==> src/rtl/readout_pkg.sv <==
package readout_pkg;
  // Bit index where the serial input enters in short-word mode.
  function automatic int short_tap(input int nch, input int wfull, input int wshort);
    return nch * (wfull - wshort);
  endfunction

  // Total register length in bits.
  function automatic int chain_len(input int nch, input int wfull);
    return nch * wfull;
  endfunction
endpackage

==> src/rtl/rs_edge_sync.sv <==
module rs_edge_sync #(
  parameter int STAGES = 2
) (
  input  logic clk,
  input  logic rst_n,
  input  logic async_in,
  output logic fall_evt
);
  logic [STAGES:0] sync_q;

  always_ff @(posedge clk or negedge rst_n) begin
    if (!rst_n) sync_q <= '0;
    else        sync_q <= {sync_q[STAGES-1:0], async_in};
  end

  assign fall_evt = sync_q[STAGES] & ~sync_q[STAGES-1];

  // a single dclk fall yields exactly one shift event
  assert_single_event_R4: assert property (@(posedge clk) disable iff (!rst_n)
    fall_evt |=> !fall_evt);
endmodule

==> src/rtl/rs_packer.sv <==
module rs_packer #(
  parameter int NCH = 64,
  parameter int WF  = 20,
  parameter int WS  = 16
) (
  input  logic [NCH*WF-1:0] data_in,
  input  logic              fmt20,
  output logic [NCH*WF-1:0] packed_out
);
  localparam int LEN = readout_pkg::chain_len(NCH, WF);
  localparam int TAP = readout_pkg::short_tap(NCH, WF, WS);

  logic [LEN-1:0] short_vec;

  for (genvar i = 0; i < NCH; i++) begin : g_word
    // highest channel first, its top WS bits
    assign short_vec[LEN-1-i*WS -: WS] = data_in[(NCH-i)*WF-1 -: WS];
  end
  if (TAP > 0) begin : g_pad
    assign short_vec[TAP-1:0] = '0;
  end

  assign packed_out = fmt20 ? data_in : short_vec;
endmodule

==> src/rtl/rs_shift_reg.sv <==
module rs_shift_reg #(
  parameter int NCH = 64,
  parameter int WF  = 20,
  parameter int WS  = 16
) (
  input  logic              clk,
  input  logic              rst_n,
  input  logic              load,
  input  logic [NCH*WF-1:0] load_vec,
  input  logic              load_fmt20,
  input  logic              shift_evt,
  input  logic              ser_in,
  output logic              ser_out
);
  localparam int LEN = readout_pkg::chain_len(NCH, WF);
  localparam int TAP = readout_pkg::short_tap(NCH, WF, WS);

  logic [LEN-1:0] sreg;
  logic [LEN-1:0] sreg_nxt;
  logic           fmt_q;

  always_comb begin
    sreg_nxt = {sreg[LEN-2:0], 1'b0};
    if (fmt_q) sreg_nxt[0]   = ser_in;
    else       sreg_nxt[TAP] = ser_in;
  end

  always_ff @(posedge clk or negedge rst_n) begin
    if (!rst_n) begin
      sreg  <= '0;
      fmt_q <= 1'b1;
    end else if (load) begin
      sreg  <= load_vec;
      fmt_q <= load_fmt20;
    end else if (shift_evt) begin
      sreg  <= sreg_nxt;
    end
  end

  assign ser_out = sreg[LEN-1];

  assert_hold_R4: assert property (@(posedge clk) disable iff (!rst_n)
    (!load && !shift_evt) |=> $stable(sreg));
  assert_advance_R4: assert property (@(posedge clk) disable iff (!rst_n)
    (!load && shift_evt) |=> ser_out == $past(sreg[LEN-2]));
  assert_tail_full_R7: assert property (@(posedge clk) disable iff (!rst_n)
    (!load && shift_evt && fmt_q) |=> sreg[0] == $past(ser_in));
  assert_tail_short_R6: assert property (@(posedge clk) disable iff (!rst_n)
    (!load && shift_evt && !fmt_q) |=> sreg[TAP] == $past(ser_in));
endmodule

==> src/rtl/rs_valid_flag.sv <==
module rs_valid_flag (
  input  logic clk,
  input  logic rst_n,
  input  logic load,
  input  logic fall_evt,
  output logic dvalid_n
);
  always_ff @(posedge clk or negedge rst_n) begin
    if (!rst_n)        dvalid_n <= 1'b1;
    else if (load)     dvalid_n <= 1'b0;
    else if (fall_evt) dvalid_n <= 1'b1;
  end

  assert_load_low_R2: assert property (@(posedge clk) disable iff (!rst_n)
    load |=> !dvalid_n);
  assert_clear_on_fall_R3: assert property (@(posedge clk) disable iff (!rst_n)
    (!load && fall_evt) |=> dvalid_n);
  assert_rise_cause_R3: assert property (@(posedge clk) disable iff (!rst_n)
    $rose(dvalid_n) |-> $past(fall_evt));
endmodule

==> src/rtl/readout_shifter.sv <==
module readout_shifter #(
  parameter int NCH = 64,
  parameter int WF  = 20,
  parameter int WS  = 16,
  parameter int SYNC_STAGES = 2
) (
  input  logic              clk,
  input  logic              rst_n,
  input  logic              load_stb,
  input  logic [NCH*WF-1:0] load_words,
  input  logic              fmt20,
  input  logic              dclk,
  input  logic              ser_in,
  output logic              ser_out,
  output logic              dvalid_n
);
  logic              dclk_fall;
  logic [NCH*WF-1:0] packed_vec;

  rs_edge_sync #(.STAGES(SYNC_STAGES)) u_sync (
    .clk(clk), .rst_n(rst_n), .async_in(dclk), .fall_evt(dclk_fall));

  rs_packer #(.NCH(NCH), .WF(WF), .WS(WS)) u_pack (
    .data_in(load_words), .fmt20(fmt20), .packed_out(packed_vec));

  rs_shift_reg #(.NCH(NCH), .WF(WF), .WS(WS)) u_sreg (
    .clk(clk), .rst_n(rst_n), .load(load_stb), .load_vec(packed_vec),
    .load_fmt20(fmt20), .shift_evt(dclk_fall), .ser_in(ser_in),
    .ser_out(ser_out));

  rs_valid_flag u_valid (
    .clk(clk), .rst_n(rst_n), .load(load_stb), .fall_evt(dclk_fall),
    .dvalid_n(dvalid_n));

  // without a load, dvalid_n can never go low
  assert_idle_stays_high_R9: assert property (@(posedge clk) disable iff (!rst_n)
    (dvalid_n && !load_stb) |=> dvalid_n);
endmodule

==> config.mk <==
export PLATFORM = sky130hd
export DESIGN_NAME = readout_shifter
export DESIGN_NICKNAME = d
export VERILOG_FILES = /design/src/rtl/readout_pkg.sv /design/src/rtl/rs_edge_sync.sv /design/src/rtl/rs_packer.sv /design/src/rtl/rs_shift_reg.sv /design/src/rtl/rs_valid_flag.sv /design/src/rtl/readout_shifter.sv
export SDC_FILE = /design/constraint.sdc
export NUM_CORES = 2
export LEC_CHECK = 0
export CAP_MARGIN = 20
export CORE_AREA = 2 2 503 505
export DETAILED_ROUTE_END_ITERATION = 10
export DIE_AREA = 0 0 505 507
export SKIP_CTS_REPAIR_TIMING = 1
export SYNTH_ARGS = -nofsm -noshare
export SYNTH_HDL_FRONTEND = slang
export SYNTH_SLANG_ARGS = --single-unit
==> constraint.sdc <==
create_clock -name clk -period 1.6 [get_ports clk]
set_input_delay 0.4 -clock clk [delete_from_list [all_inputs] [get_ports clk]]
set_output_delay 0.4 -clock clk [all_outputs]
set_load 0.01 [all_outputs]
==> impl_metrics.ini <==
[synth]
yosysTopAreaCellShare_pct = 46.4
synth_area_leaders = dfrtp_1, nand2_1, a211oi_1
ys_seq_elements = 1285
avgSynthCellArea_um2 = 8.74
seq_area_frac_synth_pct = 46.5
synth.net_count = 9197
yosysWarnings = 0
synthDistinctLibCells = 22
syn_area_um2 = 69100
synth_top_area_cell = dfrtp_1
synth_cells = 7911

[clocking]
clkSinkCount = 1285
cts_max_level = 4
cts_tree = done
clock_latency_ns = 0.82
cts_buffers = 161
clk_path_buf_depth = 3
root_buffer = clkbuf_16
clkSlewWorstSetupHoldPaths_ns = 0.06

[final_layout]
fin_nets = 10900
fillers = 24600
fin_area_um2 = 102000
area_delta_synth_final_pct = 47.0
drive_above_1_share_pct = 14.3
register_area_um2 = 32200
multi_input_area_um2 = 34100

[sta]
holdWs_ns = 0.0734
worst_slack_ns = -0.327
period_needed_ns = 1.93
rsz0062_at_grt = yes
maxSlewViolCount = 0
fin_tns_setup_ns = -212.61
worst_slew_pin_slew_ns = 0.621
fin_crit_sh_pct = 120
setup_violations = 1269
skew_ns = 0.0661
clock.fmax_ghz = 0.519
final-hold-violation-count = 0
timing.slew.headroom_pct = 58.3

[routing]
num_vias = 69900
firstDrtPassIters = 6
viasPerCell = 5.30
drtAntennaViolNets = 0
dr.first_iter.drc_count = 6578
wl_um = 343000
remaining_drc_errors = 0
wire_per_inst_um = 26.1

[floorplan]
fp.dieArea_um2 = 256000
row_count = 184
die_y_um = 507
fp.coreArea_um2 = 250000
initial_utilization_pct = 27.6
pin_count = 1288
fp.dieW_um = 505

[worst_setup_path]
required_ns = 2.32
critPathCaptureType = register
cp_cell_sequence = nor2b_4 -> buf_6 -> buf_12 -> buf_16 -> buf_6 -> clkbuf_16 -> clkbuf_16 -> nand2_1 -> a31oi_1
r2r_start = u_sync.sync_q[1]$_DFF_PN0_
crit_path_end = u_sreg.sreg[1145]$_DFFE_PN0P_
critical_path_arrival_ns = 2.64
cpPeakStageDelay_ns = 0.41
cp_max_fo = 19
critPathSlowestCell = dfrtp_1
r2r_end = u_sreg.sreg[1145]$_DFFE_PN0P_
r2r_cells = 9
rrSetupSlack_ns = -0.33
worst_setup_path_start_kind = register
critical_path_class = register to register
crit_start = u_sync.sync_q[1]$_DFF_PN0_

[placement]
place_hpwl_um = 256000
placed_area_um2 = 91300
port_buffers = 1287
globalplace.congestion = 0.959

[power]
power.total_mw = 96.9
leakage_nw = 41.8
ir_worst_vdd_mv = 0.923
powerDensity_nw_per_um2 = 954

[run_status]
status = complete, but fails checks
violations = setup timing

[global_routing]
grt_overflow = 0
grt_util_all_layers_pct = 24.5
grt_start_max_net_pins = 76
antenna_found_initial = 154
grt_pass1_vias = 67200
grt_pass1_wl_um = 469000

[run]
cap_violations = 0

[worst_hold_path]
hp-class = primary input to register
[sequential cells by signal, summed over array words and instances, names as in the netlist]
| register | count |
|---|---|
| u_sreg.sreg | 1280 |
| u_sync.sync_q | 3 |
| u_sreg.fmt_q | 1 |
| u_valid.dvalid_n | 1 |
[worst min-delay path by stage]
stage                                     startpoint                            end  slack, ns  cells past startpoint
after floorplan                                rst_n     u_sreg.sreg[0]$_DFFE_PN0P_       0.10                      0
after global placement    u_sync.sync_q[0]$_DFF_PN0_     u_sync.sync_q[1]$_DFF_PN0_       0.43                      0
after detailed placement  u_sync.sync_q[0]$_DFF_PN0_     u_sync.sync_q[1]$_DFF_PN0_       0.43                      0
after CTS                                      rst_n  u_sreg.sreg[1247]$_DFFE_PN0P_      -0.32                      2
after global routing                        load_stb    u_sreg.sreg[89]$_DFFE_PN0P_       0.02                      3
final                                       load_stb    u_sreg.sreg[95]$_DFFE_PN0P_       0.07                      3
[critical path: cells and delay by family (launching register included)]
kind / cells / cell delay (ns)
AOI/OAI and AO/OA: 1 / 0.20
and+or+nand+nor: 2 / 0.28
DFF: 1 / 0.41
buffers and inverters: 6 / 0.91
[report_power, final]
| part | internal (mW) | switching [mW] | leakage, nW |
|---|---|---|---|
| Sequential | 36.1 | 2.26 | 15.1 |
| Combinational | 9.61 | 9.97 | 23.9 |
| Clock | 22.6 | 16.3 | 2.75 |
| Total | 68.4 | 28.6 | 41.8 |
[per-stage QoR]
stage | utilization (%) | worst slack, ns | instances
floorplan | - | 0.118 | 7911
global placement | 36.4 | -0.402 | 12600
detailed placement | 36.4 | -0.379 | 12600
CTS | 38.7 | -0.811 | 12900
global route | 40.5 | -0.401 | 13100
finish | 40.6 | -0.327 | 13200
[cells by family (layout without fill, tap and decap cells)]
logic type             after synthesis  after routing  synth area share, %
multiplexers                       272            272                 3.94
flip-flops                        1285           1285                 46.5
AO/OA/AOI/OAI                     2291           2291                 22.1
buffers and inverters              763           2579                 5.42
other                                0             99                    0
AND/OR/NAND/NOR                   3300           3300                 22.1
[synth_stat cells]
cell type / instances
and2_1: 1
buf_4: 70
nor2b_1: 753
nor2_1: 2
o21ai_0: 273
mux2i_1: 272
and4b_1: 1
buf_1: 23
buf_2: 349
o22ai_1: 1
dfstp_2: 2
a31oi_1: 1007
dfrtp_1: 1283
a21o_1: 1
inv_4: 1
nand2b_1: 1
nand2_1: 2286
clkbuf_1: 296
a211oi_1: 1008
buf_6: 24
a21oi_1: 1
and2b_1: 256
[final cells by class]
class	instances	share of cell area, %
multi-input combinational	5863	33.6
sequential	1285	31.7
timing repair buffer	2280	24.8
clock buffer	221	4.47
tap	3348	4.12
clock inverter	77	1.08
antenna	99	0.244
inverter	1	0.0197
[placed cells by master, fill, tap and decap left out, types with 5 or more instances in the layout]
cell type and count:
clkinv_2 34, clkinvlp_4 8, buf_4 630, a31oi_4 20, clkbuf_1 31, buf_8 16
inv_16 5, clkinv_16 9, nand2_4 47, mux2i_2 6, and2b_1 256, a31oi_1 974
nand2_1 2204, buf_12 200, o21ai_1 33, bufinv_16 15, a31oi_2 13, buf_6 30
dfrtp_1 1282, mux2i_1 264, buf_16 33, clkbuf_16 247, o21ai_0 240, nor2b_1 752
diode_2 99, clkbuf_8 30, nand2_2 35, clkdlybuf4s50_1 1282, a211oi_1 1008
[per-layer routing]
metal	up-vias	track usage [%]	wire, um
met5	-	0	475
met4	72	10.2	14000
met3	618	6.09	27200
met2	3104	39.4	161000
met1	34600	31.4	141000
li1	31500	-	-
Power figures use the tool's default switching activity.
